**src/rtl/sci_pkg.sv**
```systemverilog
`timescale 1ns/1ps
package sci_pkg;
  localparam int ADDR_W = 3;
  localparam logic [ADDR_W-1:0] A_DATA = 3'd0;
  localparam logic [ADDR_W-1:0] A_CTLA = 3'd1;
  localparam logic [ADDR_W-1:0] A_CTLB = 3'd2;
  localparam logic [ADDR_W-1:0] A_STAT = 3'd3;
  localparam logic [ADDR_W-1:0] A_DIV  = 3'd4;

  typedef enum logic [1:0] {RX_IDLE, RX_START, RX_DATA, RX_STOP} rx_state_e;

  typedef struct packed {
    logic t8;
    logic m;
    logic wake;
    logic cpol;
    logic cpha;
    logic lbcl;
  } frame_cfg_t;
endpackage

```
**src/rtl/sci_baud.sv**
```systemverilog
`timescale 1ns/1ps
module sci_baud #(
  parameter int DIV_W = 8
) (
  input  logic             clk_i,
  input  logic             rst_ni,
  input  logic [DIV_W-1:0] div_i,
  output logic             tick_o
);
  logic [DIV_W-1:0] cnt_q;

  assign tick_o = (cnt_q >= div_i);

  always_ff @(posedge clk_i or negedge rst_ni) begin
    if (!rst_ni)     cnt_q <= '0;
    else if (tick_o) cnt_q <= '0;
    else             cnt_q <= cnt_q + 1'b1;
  end
endmodule

```
**src/rtl/sci_tx.sv**
```systemverilog
`timescale 1ns/1ps
module sci_tx import sci_pkg::*; #(
  parameter int OVS = 16
) (
  input  logic       clk_i,
  input  logic       rst_ni,
  input  logic       tick_i,
  input  logic       en_i,
  input  logic       pend_i,
  input  logic [7:0] data_i,
  input  frame_cfg_t cfg_i,
  output logic       load_o,
  output logic       busy_o,
  output logic       txd_o,
  output logic       sclk_o
);
  localparam int PH_W = $clog2(OVS);
  localparam logic [PH_W-1:0] PH_LAST = PH_W'(OVS - 1);
  localparam logic [PH_W-1:0] PH_HALF = PH_W'(OVS / 2);

  logic [PH_W-1:0] ph_q;
  logic [9:0]      sh_q;
  logic [3:0]      left_q, pos_q, nd;
  logic            busy_q, txd_q, sclk_q, m_q;
  logic            strobe, free;
  logic            in_data, active, pulse, sclk_d;

  // free-running bit phase: transfers align to the bit clock
  always_ff @(posedge clk_i or negedge rst_ni) begin
    if (!rst_ni)     ph_q <= '0;
    else if (tick_i) ph_q <= (ph_q == PH_LAST) ? '0 : ph_q + 1'b1;
  end

  assign strobe = tick_i && (ph_q == PH_LAST);
  assign free   = !busy_q || (left_q == 4'd0);
  assign load_o = strobe && free && en_i && pend_i;
  assign nd     = m_q ? 4'd9 : 4'd8;

  always_ff @(posedge clk_i or negedge rst_ni) begin
    if (!rst_ni) begin
      busy_q <= 1'b0;
      txd_q  <= 1'b1;
      sh_q   <= '1;
      left_q <= '0;
      pos_q  <= '0;
      m_q    <= 1'b0;
    end else if (strobe) begin
      if (!free) begin
        txd_q  <= sh_q[0];
        sh_q   <= {1'b1, sh_q[9:1]};
        left_q <= left_q - 1'b1;
        pos_q  <= pos_q + 1'b1;
      end else if (en_i && pend_i) begin
        txd_q  <= 1'b0;
        sh_q   <= cfg_i.m ? {1'b1, cfg_i.t8, data_i} : {2'b11, data_i};
        left_q <= cfg_i.m ? 4'd10 : 4'd9;
        pos_q  <= '0;
        busy_q <= 1'b1;
        m_q    <= cfg_i.m;
      end else begin
        busy_q <= 1'b0;
        txd_q  <= 1'b1;
      end
    end
  end

  always_comb begin
    in_data = busy_q && (pos_q != 4'd0) && (pos_q <= nd);
    active  = in_data && (cfg_i.lbcl || (pos_q != nd));
    pulse   = cfg_i.cpha ? (ph_q < PH_HALF) : (ph_q >= PH_HALF);
    sclk_d  = cfg_i.cpol ^ (active && pulse);
  end

  always_ff @(posedge clk_i or negedge rst_ni) begin
    if (!rst_ni) sclk_q <= 1'b0;
    else         sclk_q <= sclk_d;
  end

  assign busy_o = busy_q;
  assign txd_o  = txd_q;
  assign sclk_o = sclk_q;
endmodule

```
**src/rtl/sci_rx.sv**
```systemverilog
`timescale 1ns/1ps
module sci_rx import sci_pkg::*; #(
  parameter int OVS = 16
) (
  input  logic       clk_i,
  input  logic       rst_ni,
  input  logic       tick_i,
  input  logic       en_i,
  input  logic       rxd_i,
  input  logic       m_i,
  output logic       done_o,
  output logic [7:0] data_o,
  output logic       ninth_o,
  output logic       stop_ok_o
);
  localparam int PH_W = $clog2(OVS);
  localparam logic [PH_W-1:0] MID  = PH_W'(OVS / 2 - 1);
  localparam logic [PH_W-1:0] LAST = PH_W'(OVS - 1);

  rx_state_e       st_q;
  logic [1:0]      sync_q;
  logic [PH_W-1:0] tcnt_q;
  logic [3:0]      bitn_q, nd;
  logic [8:0]      sh_q;
  logic            done_q, stop_q, rxs;

  assign rxs = sync_q[1];
  assign nd  = m_i ? 4'd9 : 4'd8;

  always_ff @(posedge clk_i or negedge rst_ni) begin
    if (!rst_ni) sync_q <= 2'b11;
    else         sync_q <= {sync_q[0], rxd_i};
  end

  always_ff @(posedge clk_i or negedge rst_ni) begin
    if (!rst_ni) begin
      st_q   <= RX_IDLE;
      tcnt_q <= '0;
      bitn_q <= '0;
      sh_q   <= '0;
      done_q <= 1'b0;
      stop_q <= 1'b0;
    end else begin
      done_q <= 1'b0;
      if (!en_i) begin
        st_q <= RX_IDLE;
      end else if (tick_i) begin
        case (st_q)
          RX_IDLE: if (!rxs) begin
            st_q   <= RX_START;
            tcnt_q <= '0;
          end
          RX_START: if (tcnt_q == MID) begin
            tcnt_q <= '0;
            bitn_q <= '0;
            st_q   <= rxs ? RX_IDLE : RX_DATA;  // reject short glitches
          end else tcnt_q <= tcnt_q + 1'b1;
          RX_DATA: if (tcnt_q == LAST) begin
            tcnt_q <= '0;
            sh_q   <= {rxs, sh_q[8:1]};
            bitn_q <= bitn_q + 1'b1;
            if (bitn_q == nd - 4'd1) st_q <= RX_STOP;
          end else tcnt_q <= tcnt_q + 1'b1;
          RX_STOP: if (tcnt_q == LAST) begin
            done_q <= 1'b1;
            stop_q <= rxs;
            st_q   <= RX_IDLE;
          end else tcnt_q <= tcnt_q + 1'b1;
          default: st_q <= RX_IDLE;
        endcase
      end
    end
  end

  assign done_o    = done_q;
  assign stop_ok_o = stop_q;
  assign data_o    = m_i ? sh_q[7:0] : sh_q[8:1];
  assign ninth_o   = m_i & sh_q[8];
endmodule

```
**src/rtl/sci_xcvr.sv**
```systemverilog
`timescale 1ns/1ps
module sci_xcvr import sci_pkg::*; #(
  parameter int DIV_W = 8,
  parameter int OVS   = 16
) (
  input  logic              clk_i,
  input  logic              rst_ni,
  input  logic [ADDR_W-1:0] addr_i,
  input  logic              wr_i,
  input  logic              rd_i,
  input  logic [7:0]        wdata_i,
  output logic [7:0]        rdata_o,
  input  logic              rxd_i,
  output logic              txd_o,
  output logic              sclk_o
);
  frame_cfg_t       cfg;
  logic             r8, tx_en, rx_en;
  logic [DIV_W-1:0] div_q;
  logic [7:0]       tdr, rdr;
  logic             tx_empty, rx_full, ovr, fe, armed;
  logic             tick, tx_load, tx_busy, pend;
  logic             rx_done, rx_ninth, rx_stop_ok;
  logic [7:0]       rx_data;
  logic             wr_data, rd_data, rd_stat, clr, full_eff, cpol;

  assign wr_data  = wr_i && (addr_i == A_DATA);
  assign rd_data  = rd_i && (addr_i == A_DATA);
  assign rd_stat  = rd_i && (addr_i == A_STAT);
  assign clr      = rd_data && armed;
  assign full_eff = rx_full && !clr;
  assign pend     = !tx_empty && !wr_data;
  assign cpol     = cfg.cpol;

  sci_baud #(.DIV_W(DIV_W)) u_baud (
    .clk_i (clk_i), .rst_ni(rst_ni), .div_i(div_q), .tick_o(tick)
  );

  sci_tx #(.OVS(OVS)) u_tx (
    .clk_i (clk_i), .rst_ni(rst_ni), .tick_i(tick), .en_i(tx_en),
    .pend_i(pend), .data_i(tdr), .cfg_i(cfg), .load_o(tx_load),
    .busy_o(tx_busy), .txd_o(txd_o), .sclk_o(sclk_o)
  );

  sci_rx #(.OVS(OVS)) u_rx (
    .clk_i (clk_i), .rst_ni(rst_ni), .tick_i(tick), .en_i(rx_en),
    .rxd_i (rxd_i), .m_i(cfg.m), .done_o(rx_done), .data_o(rx_data),
    .ninth_o(rx_ninth), .stop_ok_o(rx_stop_ok)
  );

  always_ff @(posedge clk_i or negedge rst_ni) begin
    if (!rst_ni) begin
      cfg   <= '0;
      tx_en <= 1'b0;
      rx_en <= 1'b0;
      div_q <= '0;
      tdr   <= '0;
    end else if (wr_i) begin
      case (addr_i)
        A_DATA: tdr <= wdata_i;
        A_CTLA: begin
          cfg.t8   <= wdata_i[6];
          cfg.m    <= wdata_i[4];
          cfg.wake <= wdata_i[3];
          cfg.cpol <= wdata_i[2];
          cfg.cpha <= wdata_i[1];
          cfg.lbcl <= wdata_i[0];
        end
        A_CTLB: begin
          tx_en <= wdata_i[3];
          rx_en <= wdata_i[2];
        end
        A_DIV:  div_q <= DIV_W'(wdata_i);
        default: ;
      endcase
    end
  end

  always_ff @(posedge clk_i or negedge rst_ni) begin
    if (!rst_ni)      tx_empty <= 1'b1;
    else if (wr_data) tx_empty <= 1'b0;
    else if (tx_load) tx_empty <= 1'b1;
  end

  always_ff @(posedge clk_i or negedge rst_ni) begin
    if (!rst_ni) begin
      rdr     <= '0;
      r8      <= 1'b0;
      rx_full <= 1'b0;
      ovr     <= 1'b0;
      fe      <= 1'b0;
      armed   <= 1'b0;
    end else begin
      if (clr) begin
        rx_full <= 1'b0;
        ovr     <= 1'b0;
        fe      <= 1'b0;
        armed   <= 1'b0;
      end else if (rd_stat && rx_full) begin
        armed <= 1'b1;
      end
      if (rx_done) begin
        if (full_eff) ovr <= 1'b1;
        else begin
          rdr     <= rx_data;
          r8      <= rx_ninth;
          rx_full <= 1'b1;
        end
        if (!rx_stop_ok) fe <= 1'b1;
      end
    end
  end

  always_comb begin
    case (addr_i)
      A_DATA:  rdata_o = rdr;
      A_CTLA:  rdata_o = {r8, cfg.t8, 1'b0, cfg.m, cfg.wake, cfg.cpol, cfg.cpha, cfg.lbcl};
      A_CTLB:  rdata_o = {4'b0, tx_en, rx_en, 2'b0};
      A_STAT:  rdata_o = {tx_empty, !tx_busy, rx_full, 1'b0, ovr, 1'b0, fe, 1'b0};
      A_DIV:   rdata_o = 8'(div_q);
      default: rdata_o = '0;
    endcase
  end
endmodule

```
**config.mk**
```make
export PLATFORM = sky130hd
export DESIGN_NAME = sci_xcvr
export DESIGN_NICKNAME = d
export VERILOG_FILES = /design/src/rtl/sci_pkg.sv /design/src/rtl/sci_baud.sv /design/src/rtl/sci_tx.sv /design/src/rtl/sci_rx.sv /design/src/rtl/sci_xcvr.sv
export SDC_FILE = /design/constraint.sdc
export NUM_CORES = 1
export LEC_CHECK = 0
export CAP_MARGIN = 20
export CORE_ASPECT_RATIO = 0.9
export CORE_UTILIZATION = 30
export DETAILED_ROUTE_END_ITERATION = 6
export DONT_BUFFER_PORTS = 1
export PLACE_DENSITY = 0.48
export SYNTH_ARGS = -nofsm -noshare
export SYNTH_HDL_FRONTEND = slang
export SYNTH_SLANG_ARGS = --single-unit
```
**constraint.sdc**
```tcl
create_clock -name clk_i -period 3.64 [get_ports clk_i]
set_clock_uncertainty 0.1 [all_clocks]
set_input_delay 0.91 -clock clk_i [delete_from_list [all_inputs] [get_ports clk_i]]
set_output_delay 0.91 -clock clk_i [all_outputs]
set_load 0.05 [all_outputs]
```
# Word-level counts from Yosys, hierarchy flattened
# Index checks and enable logic that the tools add are counted.
# Widths: inputs -> output; s select.
dict set report word_totals {
  reg_bits 95
  inputBits 16
  wordCells 164
}
dict set report classes {
  add_sub_neg 7
  order_cmp 4
  n_eq_ne 23
  mux 52
  bitwise 3
  n_reduce_logical 42
}
# op count
set ops {}
lappend ops {{$mux 4} 11}
lappend ops {{$pmux 8 s5} 1}
lappend ops {{$mux 1} 23}
lappend ops {{$mux 10} 2}
lappend ops {{$mux 2} 9}
lappend ops {{$add 4x1->4 const B} 4}
lappend ops {{$logic_and 1x1->1} 16}
lappend ops {{$mux 8} 2}
lappend ops {{$pmux 4 s4} 1}
lappend ops {{$reduce_and 2->1} 7}
lappend ops {{$ne 3x2->1 const B} 4}
lappend ops {{$reduce_and 4->1} 3}
lappend ops {{$mux 9} 1}
lappend ops {{$add 8x1->8 const B} 1}
lappend ops {{$eq 4x4->1 const B} 2}
lappend ops {{$ge 8x8->1} 1}
lappend ops {{$pmux 2 s4} 1}
lappend ops {{$pmux 4 s2} 1}
lappend ops {{$sub 4x1->4 const B} 2}
lappend ops {{$eq 3x2->1 const B} 2}
lappend ops {{$ne 2x1->1 const B} 3}
lappend ops {{$ne 2x2->1 const B} 3}
lappend ops {{$reduce_and 6->1} 1}
lappend ops {{$reduce_bool 2->1} 3}
lappend ops {{22 further kinds} 27}

# Depth between registers and ports, before layout
dict set report logic_depth {
  word_depth 8
  ltp_mapped 9
  mapped_depth_nobuf 7
}

# By module
# A second synthesis with hierarchy kept.
dict set report unflattened {
  hier_cells 439
  area_unflattened_um2 4984.8
}
# module instances cells_each area_each_um2 seq_area_each_um2
set by_module_without_submodules {}
lappend by_module_without_submodules {sci_xcvr 1 134 1790.5 952.2}
lappend by_module_without_submodules {sci_tx 1 138 1385.1 638.1}
lappend by_module_without_submodules {sci_rx 1 113 1253.7 578.1}
lappend by_module_without_submodules {sci_baud 1 54 555.5 200.2}

# Worst setup path after synthesis
# Ideal clock, no wire load.
dict set report synth_path {
  kind {input to output}
  start {in addr_i[0]}
  end {out rdata_o[5]}
  arrival_time_ns 2.635
  required_time_ns 2.630
  slack_ns -0.005
  path_stages 5
  n_path_buf 2
  cell_sequence {buf_2 -> clkbuf_1 -> nor3b_1 -> a31oi_1 -> o21ai_0}
}
dict set report synth_between {
  elab_chain_len 2
}
# item line_no
set synth_rtl {}
lappend synth_rtl {{start, declared} sci_xcvr.sv:8} ;# input logic [ADDR_W-1:0] addr_i,
lappend synth_rtl {{$eq 3x3->1, or another cell as far along} sci_xcvr.sv:115} ;# case (addr_i)
lappend synth_rtl {{$pmux 8 s5 *} sci_xcvr.sv:115}
lappend synth_rtl {{end, declared} sci_xcvr.sv:12} ;# output logic [7:0] rdata_o,
# Every way passes the cells marked *; elsewhere a longest branch is shown, timed or not.

# Worst setup path in the final report
dict set report layout_path {
  start {reg div_q[7]}
  end {reg u_rx.sh_q[6]}
}
dict set report layout_between {
  elab_chain_len 2
}
# item line_no
set layout_rtl {}
lappend layout_rtl {{start, declared} sci_xcvr.sv:19} ;# logic [DIV_W-1:0] div_q;
lappend layout_rtl {{start signal, assigned} sci_xcvr.sv:73} ;# A_DIV: div_q <= DIV_W'(wdata_i);
lappend layout_rtl {{$ge 8x8->1} sci_baud.sv:12} ;# assign tick_o = (cnt_q >= div_i);
lappend layout_rtl {{$reduce_and 4->1 (no line)} --}
lappend layout_rtl {{end signal, assigned} sci_rx.sv:60} ;# sh_q <= {rxs, sh_q[8:1]};
lappend layout_rtl {{end, declared} sci_rx.sv:24} ;# logic [8:0] sh_q;
# Every way passes these cells.
# A chain may end at the register's enable or synchronous reset.

==> reports/metrics.csv <==
stage,metric,value,unit
clock_tree,clkTransAtPathRegs,0.06,ns
timing,hold_viol,0,
timing,slew_headroom,36.63,%
global_routing,grt_pass1_wl,18610,um
min_path,min_path_type,primary input to async pin,
clock_tree,htreeDepth,3,
timing,rsz0062_at_grt,no,
routing,detail-route-antenna-nets,0,
clock_tree,cts_tree,done,
synth,synth.most_common_cell,dfrtp_1,
clock_tree,numCtsBuffers,9,
synth,yosys-top-cells-count,"81 x dfrtp_1, 44 x nand2_1, 43 x o21ai_0",
setup_path,path_class,flop to flop,
floorplan,core,15660,um2
setup_path,crit_fanout,13,
synth,ys_top_cells_by_area,"dfrtp_1 42%, dfstp_2 7.0%, ha_1 5.9%",
global_routing,antenna_found_initial,0,
clock_tree,cts_hold_buffers,0,
clock_tree,clock_path_buffers,2,
clock_tree,cts_resized,0,
synth,synth_warnings,0,
floorplan,die_area,16770,um2
cells_and_area,diodes,0,
place,place_area,5124,um2
synth,synth_area,4877,um2
setup_path,crit_buf_inv,1,
synth,ys.flop_type,dfrtp_1,
floorplan,die_w,136.4,um
routing,avgRoutedWirePerCell,16.90,um
floorplan,start_util,31.15,%
clock_tree,insertion_delay,0.34,ns
floorplan,io_pins,26,
cells_and_area,syn2layout_area_growth,11.34,%
pwr,peakVddDrop,0.0002512,V
routing,routed_wl,11240,um
setup_path,critPathLaunchType,flop,
place,routabilityCongestion,0.7498,
setup_path,endpoint_kind,flop,
synth,synth.largest_area_cell,dfrtp_1,
synth,syn_avg_cell_area,10.67,um2
synth,ys_ff_latch,94,
routing,drc,0,
setup_path,cp.required,3.77,ns
synth,synth_top_area_share,41.56,%
timing,finalSetupViolCount,0,
setup_path,path_delay_family,simple AND/OR/NAND/NOR gates,
timing,fin_crit,2.893,ns
setup_path,critical_path.max_stage_delay,0.67,ns
routing,dr.pass1.iters,4,
floorplan,row_count,43,
place,io_buffers,0,
floorplan,dieHeight,123.0,um
global_routing,grt-ovfl-total,0,
synth,seq_area_frac_synth,48.56,%
routing,drt_iter0_drc,208,
synth,synth_edf_count,0,
timing,worstMarginPinSlew,0.9505,ns
status,outcome,"finished, final reports clean",
cells_and_area,nNetsFinal,497,
synth,synthArstFlopShare,100.0,%
flow_run,maxCapViolations,0,
clock_tree,cts_sinks,94,
timing,period_share,79.48,%
cells_and_area,drive_above_1_share,17.06,%
setup_path,crit_arrival,3.02,ns
setup_path,cp_cell_sequence,inv_1 > ha_1 > nand2_1 > a211o_1 > o221a_4 > nand4bb_1 > mux2_4,
setup_path,cp_slowest_cell,nand4bb_1,
global_routing,grtUsageTotal,14.77,%
global_routing,grt_max_degree,95,
global_routing,grt_pass1_vias,3395,
clock_tree,post_cts_buffers,0,
synth,synth.distinct_cells,59,
synth,syn-instance-count,457,
setup_path,r2r_setup_slack,0.75,ns
cells_and_area,fin_area,5430,um2
routing,avgViaCountPerCell,5.021,
timing,fmax,345.6,MHz
clock_tree,clockRootBuffer,clkbuf_16,
timing,drv_slew,0,
pwr,p_per_area,526.2,nW/um2
routing,num_vias,3339,
synth,syn_nets,496,
place,place_hpwl,7951,um
timing,finalSetupTns,0,ns
pwr,leakage,2.404,nW
## per-layer routing
metal	GRT usage [%]	up-vias	share of wire, %
met3	4.223	8	3.3
li1	-	1644	-
met4	3.333	0	0.77
met5	0	-	0
met1	19.31	1641	48
met2	24.11	46	47
## per-stage QoR
stage          power [mW]  hold slack (ns)  util [%]  instances  setup WS, ns
3_5_place_dp        1.920           0.2469     32.73        649        0.7473
2_1_floorplan       1.764           0.2452         -        457       0.03109
3_3_place_gp        1.901           0.2469     32.73        649        0.8136
5_1_grt             3.020           0.1373     34.68        665        0.6015
6_report            2.857           0.1583     34.68        665        0.7468
4_1_cts             2.897           0.1480     34.68        665        0.7259
## worst reg2reg max path, stage by stage (launching register included)
cell,delay (ns)
dfrtp_1,0.36
inv_1,0.06
ha_1,0.29
nand2_1,0.11
a211o_1,0.32
o221a_4,0.35
nand4bb_1,0.67
mux2_4,0.51
## final timing paths
| path | start | to | depth (start not counted) |
|---|---|---|---|
| min in group clk_i | u_rx.sync_q[0] | u_rx.sync_q[1] | 0 |
| max reg2reg | div_q[7] | u_rx.sh_q[6] | 7 |
| min | rst_ni | u_tx.pos_q[0] | 0 |
| min reg2reg | u_rx.sync_q[0] | u_rx.sync_q[1] | 0 |
| max in group asynchronous | rst_ni | u_rx.sync_q[0] | 0 |
| max | div_q[7] | u_rx.sh_q[6] | 7 |
## final cells by class
| class | count | area (um2) |
|---|---|---|
| tap | 202 | 252.7 |
| sequential | 94 | 2369 |
| multi-input combinational | 317 | 2322 |
| fill | 1574 | 10230 |
| clock buffer | 14 | 295.3 |
| clock inverter | 2 | 11.26 |
| timing repair buffer | 12 | 90.09 |
| inverter | 24 | 90.09 |
## layout by cell type, fill, tap and decap left out, types with 9 or more instances in the layout
cell type	instances
mux2_2	19
clkbuf_16	10
inv_1	24
dfstp_2	13
mux2i_1	22
mux2_4	9
nand2_1	44
buf_4	12
o21ai_0	38
dfrtp_1	81
nor2_1	21
and3_1	9
ha_1	23
nand3_1	19
o22ai_1	9
## kinds of logic (layout without fill, tap and decap cells)
logic type | count (synthesis) | count (layout) | synth area share, %
buffers and inverters | 46 | 52 | 3.951
multiplexers | 50 | 50 | 11.67
adder cells (fa/ha/maj) | 23 | 23 | 5.901
flip-flops | 94 | 94 | 48.56
XOR/XNOR | 9 | 9 | 1.616
AND/OR/NAND/NOR | 135 | 135 | 14.19
AO/OA/AOI/OAI | 100 | 100 | 14.11
## flip-flops by register name, summed over array words and instances (netlist names), 2 cells and up
name / cells
u_tx.pos_q: 4
u_tx.left_q: 4
u_tx.ph_q: 4
u_rx.tcnt_q: 4
u_baud.cnt_q: 8
u_tx.sh_q: 9
u_rx.st_q: 2
u_rx.sync_q: 2
rdr: 8
u_rx.bitn_q: 4
cfg: 5
div_q: 8
u_rx.sh_q: 9
tdr: 8
## power breakdown
part | internal, mW | switching [mW] | leakage [nW]
combinational | 0.255 | 0.335 | 1.12
sequential | 1.17 | 0.141 | 1.13
clock | 0.561 | 0.396 | 0.154
(Power assumes the default switching activity.)
